File: src/rtl/xag_pkg.sv
package xag_pkg;

  typedef enum logic [1:0] {
    PTR_HOLD = 2'b00,
    PTR_LOAD = 2'b01,
    PTR_INC  = 2'b10,
    PTR_RSVD = 2'b11
  } ptr_op_e;

  typedef enum logic [1:0] {
    RGN_NONE  = 2'd0,
    RGN_XRAM  = 2'd1,
    RGN_CFG   = 2'd2,
    RGN_BBRAM = 2'd3
  } region_e;

endpackage

File: src/rtl/xag_ptr_bank.sv
module xag_ptr_bank
  import xag_pkg::*;
#(
  parameter int NUM_PTR  = 2,
  parameter int PTR_W    = 16,
  parameter int SELREG_W = 8
) (
  input  logic                clk,
  input  logic                rst,
  input  logic                sel_wr_en,
  input  logic [SELREG_W-1:0] sel_wr_data,
  input  ptr_op_e             op,
  input  logic [PTR_W-1:0]    load_val,
  output logic [PTR_W-1:0]    cur_ptr
);

  localparam int SEL_W = (NUM_PTR > 1) ? $clog2(NUM_PTR) : 1;

  // next value of the pointer that the op targets
  function automatic logic [PTR_W-1:0] ptr_next(input ptr_op_e o,
                                                input logic [PTR_W-1:0] cur,
                                                input logic [PTR_W-1:0] ld);
    case (o)
      PTR_LOAD: ptr_next = ld;
      PTR_INC:  ptr_next = cur + {{(PTR_W-1){1'b0}}, 1'b1};
      default:  ptr_next = cur;
    endcase
  endfunction

  logic [SEL_W-1:0] sel_q;
  logic [PTR_W-1:0] ptr_q [NUM_PTR];
  logic [NUM_PTR-1:0] ptr_hit;     // pointer g is the active one
  logic ptr_step;                  // increment event
  logic ptr_load;                  // load event

  assign ptr_step = (op == PTR_INC);
  assign ptr_load = (op == PTR_LOAD);

  always_ff @(posedge clk) begin
    if (rst) sel_q <= '0;
    else if (sel_wr_en) sel_q <= sel_wr_data[SEL_W-1:0];
  end

  generate
    if (SELREG_W > SEL_W) begin : g_sel_unused
      logic unused_sel_bits;
      assign unused_sel_bits = ^sel_wr_data[SELREG_W-1:SEL_W];
    end

    for (genvar g = 0; g < NUM_PTR; g++) begin : g_ptr
      localparam logic [SEL_W-1:0] IDX = SEL_W'(g);
      assign ptr_hit[g] = (sel_q == IDX);

      always_ff @(posedge clk) begin
        if (rst) ptr_q[g] <= '0;
        else if (ptr_hit[g]) ptr_q[g] <= ptr_next(op, ptr_q[g], load_val);
      end

      // an inactive pointer never moves
      p_hold_other_r4: assert property (@(posedge clk) disable iff (rst)
        !ptr_hit[g] |=> $stable(ptr_q[g]))
        else $error("inactive pointer %0d changed", g);

      // reset clears each pointer
      p_reset_clear_r9: assert property (@(posedge clk)
        rst |=> (ptr_q[g] == '0) && (sel_q == '0))
        else $error("pointer %0d not cleared by reset", g);
    end
  endgenerate

  assign cur_ptr = ptr_q[sel_q];

  // increment steps the active pointer by one, wrapping
  p_inc_step_r7: assert property (@(posedge clk) disable iff (rst)
    (ptr_step && !sel_wr_en) |=> cur_ptr == $past(cur_ptr) + 1'b1)
    else $error("increment did not step active pointer");

  // load writes all bits in one cycle
  p_load_r7: assert property (@(posedge clk) disable iff (rst)
    (ptr_load && !sel_wr_en) |=> cur_ptr == $past(load_val))
    else $error("load did not take full value");

endmodule

File: src/rtl/xag_addr_mux.sv
module xag_addr_mux #(
  parameter int PAGE_W = 8,
  parameter int LOW_W  = 8,
  localparam int ADDR_W = PAGE_W + LOW_W
) (
  input  logic              clk,
  input  logic              rst,
  input  logic              page_wr_en,
  input  logic [PAGE_W-1:0] page_wr_data,
  input  logic              acc_paged,
  input  logic [LOW_W-1:0]  ri_val,
  input  logic [ADDR_W-1:0] cur_ptr,
  output logic [ADDR_W-1:0] xaddr
);

  logic [PAGE_W-1:0] page_q;

  function automatic logic [ADDR_W-1:0] form_addr(input logic paged,
                                                  input logic [PAGE_W-1:0] pg,
                                                  input logic [LOW_W-1:0] lo,
                                                  input logic [ADDR_W-1:0] ptr);
    form_addr = paged ? {pg, lo} : ptr;
  endfunction

  always_ff @(posedge clk) begin
    if (rst) page_q <= '0;
    else if (page_wr_en) page_q <= page_wr_data;
  end

  assign xaddr = form_addr(acc_paged, page_q, ri_val, cur_ptr);

  // reset clears the page register
  p_page_reset_r9: assert property (@(posedge clk)
    rst |=> page_q == '0)
    else $error("page not cleared by reset");

  // a page write lands only after the edge
  p_page_late_r8: assert property (@(posedge clk) disable iff (rst)
    (page_wr_en && acc_paged) |-> xaddr[ADDR_W-1:LOW_W] == page_q)
    else $error("page write leaked into current cycle");

endmodule

File: src/rtl/xag_region_decode.sv
module xag_region_decode
  import xag_pkg::*;
#(
  parameter int              ADDR_W  = 16,
  parameter logic [ADDR_W-1:0] XRAM_LO = 16'h0000,
  parameter logic [ADDR_W-1:0] XRAM_HI = 16'h0FFF,
  parameter logic [ADDR_W-1:0] CFG_LO  = 16'h2000,
  parameter logic [ADDR_W-1:0] CFG_HI  = 16'h20FF,
  parameter logic [ADDR_W-1:0] BB_LO   = 16'h20C0,
  parameter logic [ADDR_W-1:0] BB_HI   = 16'h20C7
) (
  input  logic [ADDR_W-1:0] addr,
  output region_e           region
);

  function automatic logic in_win(input logic [ADDR_W-1:0] a,
                                  input logic [ADDR_W-1:0] lo,
                                  input logic [ADDR_W-1:0] hi);
    in_win = (a >= lo) && (a <= hi);
  endfunction

  logic hit_xram, hit_cfg_win, hit_bb;

  assign hit_xram    = in_win(addr, XRAM_LO, XRAM_HI);
  assign hit_cfg_win = in_win(addr, CFG_LO, CFG_HI);
  assign hit_bb      = in_win(addr, BB_LO, BB_HI);

  // battery-backed hole takes priority over the enclosing register window
  always_comb begin
    if (hit_bb)           region = RGN_BBRAM;
    else if (hit_cfg_win) region = RGN_CFG;
    else if (hit_xram)    region = RGN_XRAM;
    else                  region = RGN_NONE;
  end

endmodule

File: src/rtl/xdata_addr_gen.sv
module xdata_addr_gen
  import xag_pkg::*;
#(
  parameter int DATA_W  = 8,
  parameter int PAGE_W  = 8,
  parameter int NUM_PTR = 2,
  localparam int ADDR_W = PAGE_W + DATA_W
) (
  input  logic              clk,
  input  logic              rst,
  input  logic              sel_wr_en,
  input  logic [DATA_W-1:0] sel_wr_data,
  input  logic              page_wr_en,
  input  logic [PAGE_W-1:0] page_wr_data,
  input  logic [1:0]        ptr_op,
  input  logic [ADDR_W-1:0] ptr_load_val,
  input  logic              acc_valid,
  input  logic              acc_paged,
  input  logic              acc_write,
  input  logic [DATA_W-1:0] ri_val,
  input  logic [DATA_W-1:0] mem_rdata,
  output logic [ADDR_W-1:0] xaddr,
  output logic              sel_xram,
  output logic              sel_cfg,
  output logic              sel_bbram,
  output logic              unmapped,
  output logic              mem_we,
  output logic              mem_re,
  output logic [DATA_W-1:0] rd_data
);

  logic [ADDR_W-1:0] cur_ptr;
  region_e           region;
  logic              mapped_acc;   // access hits physical memory
  logic              mapped_rd;

  xag_ptr_bank #(
    .NUM_PTR (NUM_PTR),
    .PTR_W   (ADDR_W),
    .SELREG_W(DATA_W)
  ) u_ptr_bank (
    .clk        (clk),
    .rst        (rst),
    .sel_wr_en  (sel_wr_en),
    .sel_wr_data(sel_wr_data),
    .op         (ptr_op_e'(ptr_op)),
    .load_val   (ptr_load_val),
    .cur_ptr    (cur_ptr)
  );

  xag_addr_mux #(
    .PAGE_W(PAGE_W),
    .LOW_W (DATA_W)
  ) u_addr_mux (
    .clk         (clk),
    .rst         (rst),
    .page_wr_en  (page_wr_en),
    .page_wr_data(page_wr_data),
    .acc_paged   (acc_paged),
    .ri_val      (ri_val),
    .cur_ptr     (cur_ptr),
    .xaddr       (xaddr)
  );

  xag_region_decode #(
    .ADDR_W(ADDR_W)
  ) u_region (
    .addr  (xaddr),
    .region(region)
  );

  assign sel_xram   = acc_valid && (region == RGN_XRAM);
  assign sel_cfg    = acc_valid && (region == RGN_CFG);
  assign sel_bbram  = acc_valid && (region == RGN_BBRAM);
  assign unmapped   = acc_valid && (region == RGN_NONE);
  assign mapped_acc = acc_valid && (region != RGN_NONE);
  assign mapped_rd  = mapped_acc && !acc_write;
  assign mem_we     = mapped_acc && acc_write;
  assign mem_re     = mapped_rd;
  assign rd_data    = mapped_rd ? mem_rdata : '0;

  // exactly one region outcome per access
  p_region_onehot_r5: assert property (@(posedge clk) disable iff (rst)
    acc_valid |-> $onehot({sel_xram, sel_cfg, sel_bbram, unmapped}))
    else $error("region outcome not one-hot");

  // no outcome without an access
  p_idle_quiet_r5: assert property (@(posedge clk) disable iff (rst)
    !acc_valid |-> !(sel_xram || sel_cfg || sel_bbram || unmapped))
    else $error("region flagged while idle");

  // empty space never strobes memory and reads back zero
  p_unmapped_quiet_r6: assert property (@(posedge clk) disable iff (rst)
    unmapped |-> (!mem_we && !mem_re && rd_data == '0))
    else $error("unmapped access reached memory");

  // paged access keeps the register byte in the low half
  p_paged_low_r1: assert property (@(posedge clk) disable iff (rst)
    (acc_valid && acc_paged) |-> xaddr[DATA_W-1:0] == ri_val)
    else $error("paged low byte mismatch");

endmodule

File: config.mk
export PLATFORM = sky130hd
export DESIGN_NAME = xdata_addr_gen
export DESIGN_NICKNAME = d
export VERILOG_FILES = /design/src/rtl/xag_pkg.sv /design/src/rtl/xag_ptr_bank.sv /design/src/rtl/xag_addr_mux.sv /design/src/rtl/xag_region_decode.sv /design/src/rtl/xdata_addr_gen.sv
export SDC_FILE = /design/constraint.sdc
export NUM_CORES = 1
export LEC_CHECK = 0
export ABC_AREA = 1
export BUFFER_PORTS_ARGS = -buffer_cell sky130_fd_sc_hd__buf_4
export CORE_MARGIN = 5
export CORE_UTILIZATION = 25
export CTS_CLUSTER_DIAMETER = 30
export DETAILED_ROUTE_END_ITERATION = 10
export PLACE_DENSITY = 0.48
export SYNTH_ARGS = -nofsm -noshare
export SYNTH_HDL_FRONTEND = slang
export SYNTH_HIERARCHICAL = 1
export SYNTH_SLANG_ARGS = --single-unit
File: constraint.sdc
create_clock -name clk -period 4.1 [get_ports clk]
set_input_delay 0 -clock clk [delete_from_list [all_inputs] [get_ports clk]]
set_output_delay 0 -clock clk [all_outputs]
set_load 0.03 [all_outputs]
### Yosys cells after proc, flatten, opt, wreduce, memory -nomap -nowiden

Memory sizes are Yosys's and may differ from the RTL's. A register that Yosys moved wholly into a read port is not among the register bits.
Cells that the tools add are included.

* register bits after elaboration: 9
* RAM bits: 32
* input port bits: 57
* output and inout port bits: 30
* word-level logic and storage cells: 54
* memories kept: 1

* $add $sub $neg: 2
* magnitude comparators: 6
* eq/ne operators: 5
* mux-type cells: 23
* bitwise logic cells: 2
* reductions and logical operators: 13

Memories
* u_ptr_bank.ptr_q: words 2, bits a word 16, rd ports 3, clocked after Yosys merged registers in 1, write ports 2, line xag_ptr_bank.sv:31 `logic [PTR_W-1:0] ptr_q [NUM_PTR];`

Operators with widths (count)
* 16-bit 2-to-1 mux: 7
* 16-bit one-hot mux with 2 select lines: 2
* 16-bit by 1-bit adder with 16-bit output, second input constant: 2
* 16-bit by 14-bit >= comparator with 1-bit output, second input constant: 2
* 16-bit by 14-bit <= comparator with 1-bit output, second input constant: 2
* 16-bit by 1-bit >= comparator with 1-bit output, second input constant: 1
* 16-bit by 12-bit <= comparator with 1-bit output, second input constant: 1
* 1-bit 2-to-1 mux: 11
* 1-bit logical AND: 10
* 8-bit 2-to-1 mux: 1
* 2-bit equality test, second input constant: 3
* 2-bit by 1-bit equality test with 1-bit output, second input constant: 2
* 2-bit 2-to-1 mux: 2
* 2-bit logical NOT: 1
* 1-bit OR: 2
* 2-bit nonzero test: 1
* 1-bit logical NOT: 1

### Longest topological paths before layout

Gate-level depths: netlist of run 1.

* word-level depth: 10
* gate-level depth with buffers: 15
* gate-level depth less buffers: 14

### By module

Netlist of run 1, hierarchy kept.

By module, submodules not included
* xag_ptr_bank: instances 1, cells each 321, area an instance 2348.5 sq um, seq. area each 1001.0 sq um
* xag_addr_mux: instances 1, cells each 102, area an instance 565.5 sq um, seq. area each 160.2 sq um
* xdata_addr_gen: instances 1, cells each 28, area an instance 120.1 sq um, seq. area each 0.0 sq um
* xag_region_decode: instances 1, cells each 19, area an instance 87.6 sq um, seq. area each 0.0 sq um

### Worst setup path before layout of run 1

OpenSTA, ideal clock, no wires.

* kind: reg2out
* start: reg with a tool-made name
* end: out unmapped
* arrival: 2.728 ns
* data required time: 4.100 ns
* setup slack: 1.372 ns
* cell stages (with the launch flop): 12
* buffers on the path: 1
* path through: dfxtp_1 > clkbuf_1 > nand2_1 > o21ai_0 > inv_1 > o21ai_0 > nor2_1 > nand2_2 > nor2_1 > nand2_1 > nand2_1 > nor3b_1

RTL lines
* end: declaration: line xdata_addr_gen.sv:26 `output logic unmapped,`

==> results_dict.tcl, run 1 <==
set metrics [dict create \
    crit_arrival_ps 2850 \
    cap_viol_max_count 0 \
    dpl.hpwl_mm 7.22 \
    p_per_area_nw_per_um2 338 \
    num_vias 3143 \
    p_clk_share_pct 38.9 \
    max_freq_mhz 351 \
    root_buffer "clkbuf_16" \
    p_sw_mw 0.399 \
    status "completed" \
    synth_area_um2 3120 \
    crit_buf_inv 2 \
    finalPower_mw 1.38 \
    numCtsBuffers 5 \
    nNetsFinal 605 \
    synth_top_area_share_pct 30.8 \
    clk_pin_slew_ps 60 \
    grt_pass1_wl_mm 14.9 \
    cts_hold_buf 2 \
    synth_area_leaders "edfxtp_1, nand2_1, inv_1" \
    core_um2 12100 \
    p_leak_nw 1.85 \
    fin_crit_sh_pct 69.5 \
    io_buffers 79 \
    drc_errors 0 \
    cts_setup_buffers 0 \
    layout_min_cycle_time_ps 2850 \
    syn_avg_cell_area_um2 6.64 \
    antenna_found_initial 0 \
    startpoint_type "flop" \
    drt_pass1_iterations 4 \
    grt_overflow 0 \
    hold_viol 0 \
    max_stage_delay_ps 950 \
    grt_max_degree 33 \
    switching_share_pct 29.0 \
    synth_warnings 6 \
    synth-seq-cells 42 \
    cts_tree "done" \
    ys_seq_area_share_pct 37.2 \
    critical_path_class "reg -> out" \
    fin_skew_ps 4.93 \
    gp_congestion 0.811 \
    cts_sinks 42 \
    crit_fanout 31 \
    crit_family "flip-flops" \
    cp_cell_sequence "o21ai_0 -> inv_1 -> o21ai_0 -> nor3_1 -> nand2_1 -> nor2_1 -> nand2_1 -> nand2_2 -> nand2_4 -> nor2_1 -> buf_4" \
    synth_most_common_cell "nand2_1" \
    dieWidth_um 122 \
    clk_path_buf_depth 2 \
    ir_drop_mv 0.135 \
    slew_headroom_pct 36.4 \
    avgRoutedWirePerCell_um 13.1 \
    start_util_pct 25.8 \
    cp.required_ps 4100 \
    synth-edff-count 32 \
    rows 40 \
    synthFlopType "edfxtp_1" \
    die_y_um 122 \
    drt_iter0_drc 257 \
    rsz0062_at_grt "false" \
    p_seq_share_pct 39.2 \
    power.internal_mw 0.978 \
    ios 87 \
    gr-usage-all-layers_pct 12.6 \
    diodes 0 \
    whs_ps 20.5 \
    netlist_instances 470 \
    endpoint_kind "output port" \
    setup_violations 0 \
    ant_nets 0 \
    drv_slew 0 \
    mappedNetlistNets 530 \
    ys_top_cells_by_count "nand2_1, inv_1, nor2_1, a21oi_1, o21ai_0" \
    drive_gt1_share_pct 22.5 \
    ys_types 30 \
    yosysTopAreaCell "edfxtp_1" \
    tightest_slew_ps 953 \
    final_util_pct 33.6 \
    grt_pass1_vias 3042 \
    via_per_inst 4.40 \
    htree_levels 2 \
    area_growth_pct 30.3 \
    comb_power_share_pct 21.9 \
    clkLatencyLatePin_ps 280 \
    finalSetupTns_ps 0 \
    slowest_stage "dfxtp_1" \
    ys_async_sr_fraction_pct 0 \
    die_area_um2 14800 \
    drt-total-wl_mm 9.34 \
    hold_path.class "in -> reg" \
    ctsResizeCount 0 \
]
## state kept, by name, indices dropped and copies added (netlist names), named ones only
name / cells
u_addr_mux/page_q: 8
u_ptr_bank/ptr_q: 32
u_ptr_bank/sel_q: 1
## through the flow
step / std cells / setup slack (ps) / area (um^2)
after floorplan: 470 / 1370 / 3120
after global placement: 704 / 1580 / 3850
after detailed placement: 704 / 1500 / 3850
after CTS: 714 / 1210 / 4070
after global routing: 714 / 900 / 4070
final: 714 / 1250 / 4070
## worst paths after layout
path | startpoint | endpoint | slack, ps | depth (start not counted)
setup / recovery | flop | rd_data[5] | 1250 | 11
hold / removal | page_wr_data[6] | u_addr_mux/page_q[6] | 20 | 5
setup reg to reg | u_ptr_bank/ptr_q[1][1] | u_ptr_bank/ptr_q[1][12] | 2460 | 8
hold reg to reg | u_addr_mux/page_q[1] | u_addr_mux/page_q[1] | 470 | 2
## final cells by class
cell class / instances / area (um^2)
multi-input combinational: 336 / 1580
clock inverter: 2 / 60.1
sequential: 42 / 1160
timing repair buffer: 82 / 621
tap: 168 / 210
clock buffer: 6 / 139
inverter: 78 / 293
fill: 1323 / 8040
## metal layers
layer / vias to the layer above / track usage (%) / share of wire [%]
met5: - / 0 / 0
met4: 0 / 3.08 / 0.88
met3: 6 / 2.51 / 7.2
met2: 93 / 21.7 / 46
met1: 1388 / 16.1 / 46
li1: 1656 / - / -
## worst min-delay path: cells and delay by family
kind / cells / cell delay, ps
buffers and inverters: 2 / 110
AND/OR/NAND/NOR: 3 / 160
## cells in the final DEF (no fill, tap or decap), types with 4 or more instances in the layout
| cell type | instances |
|---|---|
| inv_1 | 74 |
| nand2_2 | 10 |
| nand3_1 | 34 |
| o21bai_1 | 4 |
| nor2_2 | 11 |
| o21ai_1 | 8 |
| buf_4 | 80 |
| nand2_1 | 120 |
| nor2_1 | 50 |
| clkbuf_16 | 5 |
| a21oi_1 | 41 |
| dfxtp_1 | 10 |
| o21ai_0 | 37 |
| edfxtp_1 | 32 |
| inv_2 | 4 |
| nand4_1 | 4 |
## cells by family after synthesis
| kind of cell | after synthesis | synth area share, % |
|---|---|---|
| AOI/OAI and AO/OA | 94 | 15.6 |
| adders and majority gates | 3 | 1.20 |
| buffers and inverters | 92 | 12.3 |
| DFF | 42 | 37.2 |
| muxes | 1 | 0.361 |
| and+or+nand+nor | 238 | 33.3 |
## power by group through the flow
stage | Combinational (mW) | Clock (mW) | Sequential (mW)
6_report | 0.302 | 0.535 | 0.540
5_1_grt | 0.337 | 0.561 | 0.545
4_1_cts | 0.306 | 0.547 | 0.539
3_5_place_dp | 0.304 | 0 | 0.548
3_3_place_gp | 0.301 | 0 | 0.547
2_1_floorplan | 0.197 | 0 | 0.533
(Power assumes the default switching activity.)
==> run 2: changes to the inputs <==
==> constraint.sdc (replaced) <==
create_clock -name clk -period 2.9 [get_ports clk]
set_input_delay 0 -clock clk [delete_from_list [all_inputs] [get_ports clk]]
set_output_delay 0 -clock clk [all_outputs]
set_load 0.03 [all_outputs]
==> run 2 against run 1 <==
Net effect: first-iteration DRC count shrank 19%; global-route usage down 0.31 points; utilization down 0.37 points; non-clock buffer count up 3; register-to-register slack got worse by 1200 ps; clock skew about the same; power grew 26%; die area did not move; via count up 1.5%; sequential share of layout area increased by 0.35 points.
==> results_dict.tcl, run 2 (synthesis results as in run 1) <==
set metrics [dict create \
    status "completed" \
    finalSetupTns_ps 0 \
    slew_headroom_pct 56.4 \
    max_flop_register "u_ptr_bank/ptr_q" \
    root_buffer "clkbuf_16" \
    rows 40 \
    fin_skew_ps 4.61 \
    top_usage_layer "met2" \
    fin_crit_sh_pct 85.9 \
    clkLatencyLatePin_ps 280 \
    drv_slew 0 \
    largest_reg_flops 32 \
    start_util_pct 25.8 \
    nFillCells 1346 \
    max_freq_mhz 401 \
    cts_setup_buffers 0 \
    p_leak_nw 1.84 \
    grt_use_met1_pct 15.7 \
    gr-usage-met2_pct 21.2 \
    endpoint_kind "output port" \
    via_per_inst 4.45 \
    p_per_area_nw_per_um2 431 \
    die_area_um2 14800 \
    numCtsBuffers 5 \
    startpoint_type "flop" \
    hold_viol 0 \
    die_y_um 122 \
    num_vias 3190 \
    drt_iter0_drc 207 \
    dieWidth_um 122 \
    drc_errors 0 \
    drt-total-wl_mm 9.38 \
    cap_viol_max_count 0 \
    clk_path_buf_depth 2 \
    tightest_slew_ps 652 \
    cp.required_ps 2900 \
    diodes 0 \
    top_regs "u_ptr_bank/ptr_q (32), u_addr_mux/page_q (8), u_ptr_bank/sel_q (1)" \
    grt_pass1_wl_mm 14.6 \
    nNetsFinal 608 \
    setup_violations 0 \
    cts_sinks 42 \
    crit_arrival_ps 2490 \
    area_growth_pct 28.9 \
    io_buffers 79 \
    clk_pin_slew_ps 60 \
    ir_drop_mv 0.202 \
    grt_overflow 0 \
    critical_path_class "reg -> out" \
    grt_pass1_vias 2999 \
    htree_levels 2 \
    crit_fanout 27 \
    gp_congestion 0.816 \
    final_cell_mix "nand2_1, buf_4, inv_1, nor2_1, a21oi_1" \
    finalPower_mw 1.74 \
    hold_path.class "in -> reg" \
    cts_tree "done" \
    ios 87 \
    core_um2 12100 \
    ant_nets 0 \
    gr-usage-all-layers_pct 12.3 \
    drt_pass1_iterations 4 \
    layout_min_cycle_time_ps 2490 \
    grt_max_degree 33 \
    ff2ff_setup_slack_ps 1260 \
    mostFrequentLayoutCell "nand2_1" \
    dpl.hpwl_mm 7.32 \
    grtUsageMet3_pct 2.41 \
    rsz0062_at_grt "false" \
    antenna_found_initial 0 \
    avgRoutedWirePerCell_um 13.1 \
    drive_gt1_share_pct 22.4 \
]
run 2: cell count changes in the layout (fill, tap and decap cells not counted):
cell | previous run | this run
buf_4 | 80 | 83
bufinv_16 | 2 | 0
clkbuf_1 | 0 | 1
clkbuf_8 | 1 | 0
clkinv_1 | 0 | 1
clkinv_2 | 0 | 1
dfxtp_1 | 10 | 9
dfxtp_2 | 0 | 1
o21ai_1 | 8 | 10
o21ai_2 | 2 | 0
run 2: power breakdown:
part / internal, mW / switching [mW] / total [mW]
logic: 0.164 / 0.267 / 0.430
registers: 0.704 / 0.0576 / 0.762
clock network: 0.315 / 0.228 / 0.543
run 2: layout make-up:
class / count / area [um^2] / area share (%)
Multi-Input combinational cell: 336 / 1580 / 39.2
Sequential cell: 42 / 1160 / 28.9
Timing Repair Buffer: 85 / 643 / 16.0
Inverter: 78 / 293 / 7.28
Tap cell: 168 / 210 / 5.23
Clock buffer: 6 / 129 / 3.20
Clock inverter: 2 / 8.76 / 0.218
run 2: layer usage:
layer  up-vias  part of all wire [%]
met1      1418                    47
li1       1665                     -
met3         8                   6.4
met5         -                     0
met2        99                    45
met4         0                   1.1
run 2: final timing paths:
kind                                                 to              startpoint  depth (start not counted)
worst max-delay path                         rd_data[5]                    flop                         13
worst min-delay path               u_addr_mux/page_q[4]         page_wr_data[4]                          5
worst max register to register  u_ptr_bank/ptr_q[1][12]  u_ptr_bank/ptr_q[1][0]                          8
worst min register to register     u_addr_mux/page_q[2]    u_addr_mux/page_q[2]                          2
run 2: through the flow:
| stage | setup slack (ps) | hold slack [ps] | utilization [%] | instance area (um^2) | instances |
|---|---|---|---|---|---|
| after floorplan | 172 | 81.2 | - | 3120 | 470 |
| after global placement | 473 | 217 | 31.9 | 3860 | 707 |
| after detailed placement | 463 | 215 | 31.9 | 3860 | 707 |
| after CTS | 155 | 15.4 | 33.2 | 4020 | 717 |
| after global routing | 99.5 | 29.3 | 33.2 | 4020 | 717 |
| final | 408 | 16.6 | 33.2 | 4020 | 717 |
run 2: critical path, stage by stage, from the launching register on:
cell     delay [ps]
dfxtp_2         620
nand2_1         120
o21ai_0          90
inv_1            60
o21ai_1         190
inv_2            70
nor3_1          160
nand2_1          80
nor2_1          190
nand2_1         150
nand2_2         110
nand2_4          80
nor2_1          100
buf_4           170
run 2: what timing repair did:
| item | CTS | global route |
|---|---|---|
| hold buffers | 2 | 0 |
| endpoints found under the setup margin | 0 | 11 |
| endpoints found under the hold margin | 2 | 0 |
| resized for setup | 0 | 1 |
